[config.mk]
export PLATFORM = sky130hd
export DESIGN_NAME = load_aligner
export DESIGN_NICKNAME = d
export VERILOG_FILES = /design/src/rtl/load_align_pkg.sv /design/src/rtl/load_align_ctrl.sv /design/src/rtl/load_align_dp.sv /design/src/rtl/load_aligner.sv
export SDC_FILE = /design/constraint.sdc
export NUM_CORES = 1
export LEC_CHECK = 0
export BUFFER_PORTS_ARGS = -buffer_cell sky130_fd_sc_hd__buf_4
export CAP_MARGIN = 20
export CORE_AREA = 4 4 82 84
export CTS_CLUSTER_DIAMETER = 100
export DETAILED_ROUTE_END_ITERATION = 7
export DIE_AREA = 0 0 86 88
export GPL_TIMING_DRIVEN = 0
export PLACE_DENSITY_LB_ADDON = 0.25
export SLEW_MARGIN = 20
export SYNTH_ARGS = -nofsm -noshare
export SYNTH_HDL_FRONTEND = slang
export SYNTH_SLANG_ARGS = --single-unit
[constraint.sdc]
create_clock -name clk -period 1.55 [get_ports clk]
set_input_delay 0.0775 -clock clk [delete_from_list [all_inputs] [get_ports clk]]
set_output_delay 0.0775 -clock clk [all_outputs]
set_load 0.02 [all_outputs]
[src/rtl/load_align_pkg.sv]
package load_align_pkg;
  localparam int DATA_W  = 32;
  localparam int BYTE_W  = 8;
  localparam int LANES   = DATA_W / BYTE_W;
  localparam int LANE_AW = $clog2(LANES);

  typedef enum logic [1:0] {
    SZ_BYTE = 2'b00,
    SZ_HALF = 2'b01,
    SZ_WORD = 2'b10,
    SZ_RSVD = 2'b11
  } accSize_e;

  typedef enum logic [2:0] {
    EXT_PASS,
    EXT_ZERO8,
    EXT_SIGN8,
    EXT_ZERO16,
    EXT_SIGN16,
    EXT_SPLIT
  } extMode_e;

  typedef struct packed {
    logic [LANE_AW-1:0] rotLanes;
    extMode_e           extMode;
  } alignCtl_t;
endpackage

[src/rtl/load_align_ctrl.sv]
module load_align_ctrl
  import load_align_pkg::*;
(
  input  logic [1:0]         size,
  input  logic               isSigned,
  input  logic [LANE_AW-1:0] addrLo,
  output alignCtl_t          ctl
);
  always_comb begin
    ctl.rotLanes = addrLo;
    unique case (accSize_e'(size))
      SZ_BYTE: ctl.extMode = isSigned ? EXT_SIGN8 : EXT_ZERO8;
      SZ_HALF: begin
        if (addrLo[0]) ctl.extMode = isSigned ? EXT_SIGN8 : EXT_SPLIT;
        else           ctl.extMode = isSigned ? EXT_SIGN16 : EXT_ZERO16;
      end
      default: ctl.extMode = EXT_PASS;
    endcase
  end
endmodule

[src/rtl/load_align_dp.sv]
module load_align_dp
  import load_align_pkg::*;
(
  input  logic [DATA_W-1:0] rawData,
  input  alignCtl_t         ctl,
  output logic [DATA_W-1:0] result
);
  logic [BYTE_W-1:0] rotByte [LANES];
  logic [DATA_W-1:0] rotated;

  for (genvar k = 0; k < LANES; k++) begin : g_lane
    localparam logic [LANE_AW-1:0] kIdx = LANE_AW'(k);
    logic [LANE_AW-1:0] srcLane;
    assign srcLane    = kIdx + ctl.rotLanes;
    assign rotByte[k] = rawData[srcLane*BYTE_W +: BYTE_W];
    assign rotated[k*BYTE_W +: BYTE_W] = rotByte[k];
  end

  always_comb begin
    unique case (ctl.extMode)
      EXT_ZERO8:  result = {{(DATA_W-BYTE_W){1'b0}}, rotated[BYTE_W-1:0]};
      EXT_SIGN8:  result = {{(DATA_W-BYTE_W){rotated[BYTE_W-1]}}, rotated[BYTE_W-1:0]};
      EXT_ZERO16: result = {{(DATA_W-2*BYTE_W){1'b0}}, rotated[2*BYTE_W-1:0]};
      EXT_SIGN16: result = {{(DATA_W-2*BYTE_W){rotated[2*BYTE_W-1]}}, rotated[2*BYTE_W-1:0]};
      EXT_SPLIT:  result = {rotated[DATA_W-1 -: BYTE_W],
                            {(DATA_W-2*BYTE_W){1'b0}}, rotated[BYTE_W-1:0]};
      default:    result = rotated;
    endcase
  end
endmodule

[src/rtl/load_aligner.sv]
module load_aligner
  import load_align_pkg::*;
#(
  parameter bit REG_OUT = 1'b1
) (
  input  logic              clk,
  input  logic              rstN,
  input  logic              inValid,
  input  logic [1:0]        inSize,
  input  logic              inSigned,
  input  logic [1:0]        inAddrLo,
  input  logic [31:0]       inData,
  output logic              outValid,
  output logic [31:0]       outData
);
  alignCtl_t         ctl;
  logic [DATA_W-1:0] aligned;

  load_align_ctrl u_ctrl (
    .size(inSize), .isSigned(inSigned), .addrLo(inAddrLo), .ctl(ctl)
  );

  load_align_dp u_dp (
    .rawData(inData), .ctl(ctl), .result(aligned)
  );

  if (REG_OUT) begin : g_reg
    logic              validQ;
    logic [DATA_W-1:0] dataQ;
    always_ff @(posedge clk) begin
      if (!rstN) begin
        validQ <= 1'b0;
        dataQ  <= '0;
      end else begin
        validQ <= inValid;
        if (inValid) dataQ <= aligned;
      end
    end
    assign outValid = validQ;
    assign outData  = dataQ;
  end else begin : g_comb
    assign outValid = inValid;
    assign outData  = aligned;
  end
endmodule

Word-level counts from Yosys, hierarchy flattened
Cells that the tools add are included.
- register bits after elaboration: 33
- input bits: 40
- logic and storage cells: 22
- $add $sub $neg: 3
- eq/ne operators: 6
- shift-type cells: 4
- mux-type cells: 6
- reduce and logical (&&, ||, !) cells: 1
- operators by type and width (kind ; count):
    $pmux 32 s5 ; 1
    $shiftx 32x6->8 ; 4
    $mux 3 ; 3
    $eq 3x2->1 const B ; 2
    $eq 3x3->1 const B ; 2
    $pmux 3 s2 ; 1
    $add 2x2->2 const A ; 2
    $eq 3x1->1 const B ; 1
    $add 1x2->2 const A ; 1
    $eq 2x1->1 const B ; 1
    $logic_not 2->1 ; 1
    $mux 2 ; 1

Logic depth before layout (Yosys ltp)
Gate-level depths: netlist of run 1.
- word-level depth: 5
- mapped depth: 6
- depth with buffers taken out: 3

By module
From an unflattened synthesis of run 1, not the netlist that was laid out.
- cell total of the unflattened synthesis: 247
- area total of the unflattened synthesis: 2631.3 µm²
- modules (own cells, without submodules) (module ; instances ; cells each ; area each (µm²) ; sequential area each (µm²)):
    load_align_dp ; 1 ; 134 ; 1291.2 ; 0.0
    load_aligner ; 1 ; 105 ; 1270.0 ; 660.6
    load_align_ctrl ; 1 ; 8 ; 70.1 ; 0.0

Worst setup path after synthesis of run 1
No wires, ideal clock.
- kind: input to register
- start: input port inAddrLo[0]
- end: register g_reg.dataQ[16], in the netlist outData[16]
- setup time: 0.153 ns
- arrival: 1.077 ns
- data required time: 1.397 ns
- setup slack: 0.320 ns
- stages: 5
- path buffers: 2
- path through: buf_6 > buf_6 > mux4_2 > nand2_1 > a41oi_2
- cells in the longest elaborated chain, start to end: 4
- ends and longest elaborated chain (item ; RTL line ; text):
    start, declared ; load_aligner.sv:11 ; input logic [1:0] inAddrLo,
    branches (longest 3 deep; another with $add 2x2->2) ; n/a ;
    $pmux 32 s5 (*) ; load_align_dp.sv:20 ; unique case (ctl.extMode)
    end signal, assigned ; load_aligner.sv:36 ; if (inValid) dataQ <= aligned;
    end, declared ; load_aligner.sv:29 ; logic [DATA_W-1:0] dataQ;
Mark *: on every way between the ends.
A chain may end at the register's enable or synchronous reset.

Worst setup path in the final report of run 1
- start: input port inAddrLo[0]
- end: register g_reg.dataQ[15], in the netlist outData[15]
- cells in the longest elaborated chain, start to end: 4
- ends and longest elaborated chain (item ; RTL line):
    branches (longest 3 deep; another with $add 1x2->2) ; n/a
    $pmux 32 s5 (*) ; load_align_dp.sv:20
Marks and branches as above.

==> results_dict.tcl, run 1 <==
set metrics [dict create \
    outcome "completed" \
    cp_common_cell "buf_6" \
    drv_slew 0 \
    tightest_slew_ps 628.0 \
    die_y_um 88 \
    finClkSkew_ps 0 \
    die_area_um2 7568 \
    hold_viol_final 0 \
    power_density_nw_per_um2 780.4 \
    syn_area_per_cell_um2 12.40 \
    synthTopCellsByArea "dfxtp_1 28%, mux4_2 26%, o21ai_0 7.8%" \
    cts_setup_buffers 0 \
    crit_path_start_kind "input port" \
    grt_pass1_wl_um 10150 \
    cp-end-kind "flip-flop" \
    cts_resized 0 \
    wl_per_cell_um 19.02 \
    initial_core_util 0.3916 \
    drt_first_pass_iters 5 \
    slew_headroom 0.5813 \
    final.setup.tns_ps 0 \
    drtIter0Drc 98 \
    antenna_found_initial 0 \
    synth_area_leader_cell "dfxtp_1" \
    dieWidth_um 86 \
    antennaDiodeCount 0 \
    drv_cap 0 \
    grt_start_max_net_pins 11 \
    drive_gt1_frac 0.5019 \
    clkSlewWorstSetupHoldPaths_ps 60 \
    path_max_fanout 10 \
    final_common_cell "buf_4" \
    holdCritPathClass "input port to flip-flop" \
    synth_area_um2 2318 \
    setup_viol_count_final 0 \
    vias 1996 \
    clock-sinks 33 \
    area_growth_pct 30.11 \
    post-route-period-util 0.6886 \
    mostFrequentLayoutCells "71 x buf_4, 36 x o21ai_0, 33 x dfxtp_1, 27 x mux4_2, 10 x a41oi_2" \
    crit_path_cell_trace "buf_6, buf_12, buf_6, and2b_1, o21ai_0, a21oi_1" \
    final_cell_count_no_fill 338 \
    port_buffers 69 \
    max_stage_delay_ps 280 \
    clockRootBuffer "clkbuf_8" \
    fillers 549 \
    coreArea_um2 5921 \
    cts_hold_buf 0 \
    grt_pass1_vias 1895 \
    dp_hpwl_um 4881 \
    routed_wl_um 6428 \
    grt_usage 0.1764 \
    clock_latency_ps 290 \
    synth_largest_type_area_fraction 0.2849 \
    synth-seq-cells 33 \
    nets 303 \
    drtAntennaViolNets 0 \
    cts_buffer_depth 2 \
    syn-num-nets 227 \
    via_per_inst 5.905 \
    yosys.cell_types.count 26 \
    num_rows 28 \
    cts_tree "built" \
    rsz0062_at_grt "false" \
    post-route-drc-count 0 \
    synthCells 187 \
    synth_warnings 0 \
    critPathKind "input port to flip-flop" \
    placedCellCount 331 \
    p_leak_uw 0.001204 \
    cts_buffers 5 \
    htree_num_levels 2 \
    critPathArrivalTime_ps 1220 \
    vdd_drop_max_v 0.0004727 \
    fmax_mhz 936.9 \
    ioPinCount 73 \
    slowest_stage "o21ai_0" \
    required_ps 1700 \
    period_needed_ps 1067 \
    grt_overflow 0 \
    place_congestion 0.8386 \
    yosysSeqAreaShare 0.2849 \
]
-- power by group --
group | leakage, uW | internal, uW | total (uW) | switching (uW)
combinational | 0.000886 | 377 | 743 | 366
clock | 0.0000443 | 352 | 665 | 313
sequential | 0.000274 | 914 | 947 | 32.3
total | 0.00120 | 1640 | 2350 | 711
-- through the flow --
step / utilization / hold WS, ps / area (um2) / setup slack, ps / total power, uW
5_1_grt: 0.5095 / 103.5 / 3017 / 392.6 / 2486
3_3_place_gp: 0.4949 / 387.4 / 2930 / 162.8 / 1705
4_1_cts: 0.5095 / 77.15 / 3017 / 464.5 / 2380
6_report: 0.5095 / 88.94 / 3017 / 482.6 / 2354
2_1_floorplan: - / 219.8 / 2318 / 319.6 / 1418
3_5_place_dp: 0.4949 / 378.2 / 2930 / 163.9 / 1710
-- state kept, by name, summed over array words and instances, names as in the netlist --
| name | flops |
|---|---|
| outData | 32 |
| outValid | 1 |
-- cell families (layout without fill, tap and decap cells) --
kind of cell,Yosys count,after routing,share of synthesized area
AND/OR/NAND/NOR,22,22,0.06314
flip-flops,33,33,0.2849
buffers and inverters,24,100,0.07123
AO/OA/AOI/OAI,66,66,0.2142
multiplexers,42,42,0.3664
-- cell type report --
cell class / instances / area (um2) / share of cell area
Multi-Input combinational cell: 130 / 1493 / 0.4948
Clock buffer: 7 / 86.33 / 0.02862
Tap cell: 75 / 93.84 / 0.03111
Inverter: 2 / 7.507 / 0.002489
Sequential cell: 33 / 660.6 / 0.2190
Timing Repair Buffer: 69 / 518.0 / 0.1717
Buffer: 22 / 157.7 / 0.05226
-- Yosys cell counts --
| cell type | instances |
|---|---|
| nor4b_4 | 1 |
| and2_1 | 1 |
| o2111ai_2 | 1 |
| buf_4 | 2 |
| o21ai_1 | 4 |
| mux2_4 | 2 |
| and3b_1 | 2 |
| clkbuf_1 | 7 |
| buf_12 | 1 |
| inv_1 | 2 |
| and2b_1 | 1 |
| mux2i_1 | 8 |
| nand2_4 | 1 |
| buf_2 | 5 |
| nand2_1 | 8 |
| a21oi_1 | 8 |
| mux4_2 | 27 |
| a41oi_1 | 6 |
| a41oi_2 | 10 |
| o21ai_0 | 36 |
| buf_6 | 6 |
| a221oi_4 | 1 |
| nor2b_1 | 8 |
| mux4_1 | 5 |
| buf_1 | 1 |
| dfxtp_1 | 33 |
-- worst paths after layout --
path	start	endpoint	slack, ps	cells past startpoint
setup reg to reg	outData[23]	outData[23]	830	2
hold / removal	rstN	outData[26]	90	3
setup / recovery	inAddrLo[0]	outData[15]	480	6
hold reg to reg	outData[2]	outData[2]	520	2
-- layer usage --
layer  part of all wire  GRT usage  vias to the layer above  wire length, um
li1                   -          -                      915                -
met5                  0          0                        -                0
met4              0.010    0.04029                        0               64
met2               0.48     0.2719                       85             3087
met3              0.090    0.05644                        7              578
met1               0.42     0.2427                      989             2698
-- critical path: cells and delay by family --
kind | cells | cell delay, ps
buffers and inverters | 3 | 480
AOI/OAI and AO/OA | 2 | 400
and+or+nand+nor | 1 | 260
Note: power is estimated with default switching activity, not from simulation.
==> run 2: changes to the inputs <==
==> constraint.sdc (replaced) <==
create_clock -name clk -period 0.97 [get_ports clk]
set_input_delay 0.0485 -clock clk [delete_from_list [all_inputs] [get_ports clk]]
set_output_delay 0.0485 -clock clk [all_outputs]
set_load 0.02 [all_outputs]
==> run 2 against run 1 <==
  * Worst hold slack worse by 38 ps
  * Clock skew unchanged
  * First-iteration DRC count up 2.0%
  * Sequential power up 59%
==> results_dict.tcl, run 2 (synthesis results as in run 1) <==
set metrics [dict create \
    critPathKind "input port to flip-flop" \
    grt_start_max_net_pins 11 \
    final_cell_area_um2 3100 \
    grt_overflow 0 \
    clock_latency_ps 290 \
    cts_buffer_depth 2 \
    slew_headroom 0.7115 \
    drtAntennaViolNets 0 \
    holdCritPathClass "input port to flip-flop" \
    drv_cap 0 \
    nets 303 \
    grt_pass1_vias 2048 \
    antennaDiodeCount 0 \
    final_common_cell "buf_4" \
    via_per_inst 5.776 \
    drv_slew 0 \
    routed_wl_um 6460 \
    setup_viol_count_final 0 \
    wl_per_cell_um 19.06 \
    cp-end-kind "flip-flop" \
    port_buffers 69 \
    drt-met1-wl_um 2752 \
    hold_viol_final 0 \
    num_rows 28 \
    clock-sinks 33 \
    grt_pass1_wl_um 10410 \
    dieWidth_um 86 \
    largest_register_ffs 32 \
    clockRootBuffer "clkbuf_8" \
    grt_usage 0.1783 \
    post-route-period-util 0.9734 \
    path_max_fanout 10 \
    area_growth_pct 33.73 \
    cts_hold_buf 0 \
    initial_core_util 0.3916 \
    die_area_um2 7568 \
    drtIter0Drc 100 \
    vias 1958 \
    antenna_found_initial 0 \
    fmax_mhz 1059 \
    p_leak_uw 0.001238 \
    tightest_slew_ps 432.7 \
    utilization 0.5237 \
    cts_buffers 5 \
    drt_first_pass_iters 4 \
    vdd_drop_max_v 0.0006333 \
    mostFrequentLayoutCells "70 x buf_4, 33 x dfxtp_1, 29 x o21ai_0, 27 x mux4_2, 11 x a41oi_2" \
    dp_hpwl_um 4885 \
    power_density_nw_per_um2 1265 \
    coreArea_um2 5921 \
    place_congestion 0.8403 \
    wl_met3_um 442 \
    htree_num_levels 2 \
    critPathArrivalTime_ps 1100 \
    maxUsedRoutingLayer "met4" \
    ioPinCount 73 \
    clkSlewWorstSetupHoldPaths_ps 70 \
    required_ps 1120 \
    post_dp_cell_area_um2 2975 \
    routed-wl-met2_um 3121 \
    fillers 563 \
    post-route-drc-count 0 \
    drive_gt1_frac 0.5341 \
    die_y_um 88 \
    period_needed_ps 944.2 \
    outcome "completed" \
    finClkSkew_ps 0 \
    crit_path_start_kind "input port" \
    rsz0062_at_grt "true" \
    cts_tree "built" \
]
run 2: cell types whose count changed in the layout (fill, tap and decap cells not counted), sizes merged:
cell	before	now
clkinv	0	1
run 2: critical path: stages:
cell and delay (ps):
buf_12 130, buf_12 150, mux4_2 520, nand2_1 130, a41oi_2 110
run 2: what timing repair did:
item                       CTS  global route
setup buffers                0             0
hold endpoints to repair     0             0
pin swaps                    0             1
cloned                       0             0
gates resized for setup      1             8
setup endpoints to repair   10            11
run 2: final cells by class:
class / count / area (um2) / share of cell area
clock buffer: 7 / 96.34 / 0.03107
buffer: 22 / 201.4 / 0.06497
timing repair buffer: 69 / 518.0 / 0.1671
tap: 75 / 93.84 / 0.03027
inverter: 2 / 7.507 / 0.002421
multi-input combinational: 130 / 1518 / 0.4895
clock inverter: 1 / 5.005 / 0.001614
sequential: 33 / 660.6 / 0.2131
run 2: metrics by stage:
stage	setup slack [ps]	hold slack, ps	cells	setup TNS (ps)	total power (uW)
after floorplan	-152.6	190.8	187	-3264	2292
after global placement	-383.5	355.6	331	-7686	2746
after detailed placement	-400.5	354.7	331	-8069	2756
after CTS	22.30	46.32	339	0	3941
after global routing	-64.04	71.28	339	-224.9	4114
final	25.78	51.18	339	0	3922
run 2: report_power, final:
group,internal (uW),switching [uW],leakage [uW]
registers,1460,52.8,0.000274
logic,629,600,0.000910
clock network,642,537,0.0000542
total,2730,1190,0.00124
run 2: worst paths after layout:
check        slack, ps     endpoint  depth (start not counted)        start
max                 30  outData[18]                          5  inAddrLo[0]
max reg2reg        220  outData[28]                          2  outData[28]
min                 50  outData[27]                          3         rstN
min reg2reg        530   outData[2]                          2   outData[2]
run 2: metal layers:
layer	up-vias	global-route usage
met5	-	0
met4	0	0.06475
met3	17	0.04986
met2	77	0.2901
met1	951	0.2272
li1	913	-
==> run 3: changes to the inputs <==
--- a/config.mk
+++ b/config.mk
@@ -7,10 +7,10 @@
 export LEC_CHECK = 0
 export BUFFER_PORTS_ARGS = -buffer_cell sky130_fd_sc_hd__buf_4
 export CAP_MARGIN = 20
-export CORE_AREA = 4 4 82 84
+export CORE_AREA = 2 2 80 82
 export CTS_CLUSTER_DIAMETER = 100
 export DETAILED_ROUTE_END_ITERATION = 7
-export DIE_AREA = 0 0 86 88
+export DIE_AREA = 0 0 82 84
 export GPL_TIMING_DRIVEN = 0
 export PLACE_DENSITY_LB_ADDON = 0.25
 export SLEW_MARGIN = 20
==> run 3 against run 2 <==
  * Clock skew is the same
  * Flip-flop and latch count is the same
  * Sequential share of layout area shrank 0.10 points
  * Register-to-register slack gained 30 ps
  * Critical path depth grew 1
  * Routed wire length shrank 2.3%
  * First-iteration DRC count shrank 8.0%
  * Global-route usage grew 1.3 points
  * Fmax shrank 1.2%
==> results_dict.tcl, run 3 (synthesis results as in run 1) <==
set metrics [dict create \
    final_cell_count_no_fill 341 \
    setup_viol_count_final 0 \
    r2r_slack_ps 250 \
    grt_start_max_net_pins 11 \
    via_per_inst 5.754 \
    mostFrequentLayoutCells "70 x buf_4, 33 x dfxtp_1, 32 x o21ai_0, 27 x mux4_2, 11 x a41oi_2" \
    grt_pass1_wl_um 9991 \
    port_buffers 69 \
    drt_first_pass_iters 4 \
    clkSlewWorstSetupHoldPaths_ps 70 \
    seqPwrFrac 0.369 \
    fillers 577 \
    largest_register_ffs 32 \
    dp_hpwl_um 4722 \
    power_density_nw_per_um2 1313 \
    cp-end-kind "flip-flop" \
    vdd_drop_max_v 0.0005516 \
    cts_tree "built" \
    final.setup.tns_ps 0 \
    antenna_found_initial 0 \
    holdCritPathClass "input port to flip-flop" \
    die_area_um2 6888 \
    area_growth_pct 34.38 \
    ioPinCount 73 \
    hold_viol_final 0 \
    drt-met1-wl_um 2844 \
    path_max_fanout 10 \
    drive_gt1_frac 0.5265 \
    antennaDiodeCount 0 \
    htree_num_levels 2 \
    tightest_slew_ps 540.3 \
    routed-wl-met2_um 3036 \
    wl_met3_um 403 \
    required_ps 1130 \
    die_y_um 84 \
    critPathArrivalTime_ps 1110 \
    crit_path_cell_trace "buf_12, buf_12, buf_8, and2b_1, o21ai_0, a21oi_1" \
    fin_total_pwr_uw 4092 \
    initial_core_util 0.3803 \
    cts_buffer_depth 2 \
    placedCellCount 333 \
    intPower_uw 2926 \
    p_leak_uw 0.001242 \
    grt_usage 0.1918 \
    final_common_cell "buf_4" \
    utilization 0.5111 \
    grt_pass1_vias 1872 \
    rsz0062_at_grt "true" \
    vias 1962 \
    slowest_stage "o21ai_0" \
    slew_headroom 0.6398 \
    routed_wl_um 6309 \
    dieWidth_um 82 \
    critPathKind "input port to flip-flop" \
    switching_share 0.2848 \
    cp_common_cell "buf_12" \
    grt_overflow 0 \
    preCtsSetupSlack_ps -392.4 \
    nets 303 \
    num_rows 29 \
    fmax_mhz 1046 \
    place_congestion 0.8030 \
    p_comb_frac 0.300 \
    max_stage_delay_ps 270 \
    coreArea_um2 6096 \
    outcome "completed" \
    clock_latency_ps 280 \
    cts_buffers 5 \
    post-route-period-util 0.9852 \
    post-route-drc-count 0 \
    maxUsedRoutingLayer "met4" \
    drtAntennaViolNets 0 \
    finClkSkew_ps 0 \
    period_needed_ps 955.6 \
    p_clk_frac 0.330 \
    p_switching_uw 1166 \
    drtIter0Drc 92 \
    wl_per_cell_um 18.50 \
    drv_cap 0 \
    drv_slew 0 \
    crit_path_start_kind "input port" \
    setup_ws_ps 14.37 \
    clock-sinks 33 \
    clockRootBuffer "clkbuf_8" \
]
[run 3: final timing paths]
| kind | start | endpoint | cells after the start |
|---|---|---|---|
| max | inAddrLo[0] | outData[8] | 6 |
| min | rstN | outData[26] | 3 |
| max reg2reg | outData[28] | outData[28] | 2 |
| min reg2reg | outData[6] | outData[6] | 2 |
[run 3: area by class of cell]
type	instances	area (um2)	share of cell area
Inverter	2	7.507	0.002410
Clock inverter	1	30.03	0.009639
Buffer	22	201.4	0.06466
Tap cell	77	96.34	0.03092
Timing Repair Buffer	69	518.0	0.1663
Multi-Input combinational cell	130	1515	0.4863
Sequential cell	33	660.6	0.2120
Clock buffer	7	86.33	0.02771
[run 3: through the flow]
step | instance area (um2) | hold WS, ps
floorplan | 2364 | 190.8
global route | 3115 | 58.51
finish | 3115 | 46.65
global placement | 2978 | 347.7
CTS | 3095 | 42.71
detailed placement | 2978 | 351.2
[run 3: worst max-delay path: cells and delay by family]
family,cells,cell delay (ps)
AO/OA/AOI/OAI,2,380
buffers and inverters,3,430
AND/OR/NAND/NOR,1,250
[run 3: power groups by stage]
stage	Sequential, uW	Clock [uW]	Combinational, uW
after CTS	1510	1380	1220
after global routing	1520	1440	1310
after global placement	1540	0	1200
after detailed placement	1540	0	1210
final	1510	1350	1230
after floorplan	1670	0	626
[run 3: what timing repair did]
action | CTS | global route
buffers inserted | 0 | 0
setup endpoints to repair | 10 | 8
gates resized for setup | 1 | 4
hold buffers | 0 | 0
[run 3: metal layers]
metal  GRT usage  vias to the layer above
li1            -                      912
met1      0.2807                      982
met2      0.2934                       64
met3     0.04113                        4
met4     0.03636                        0
met5           0                        -
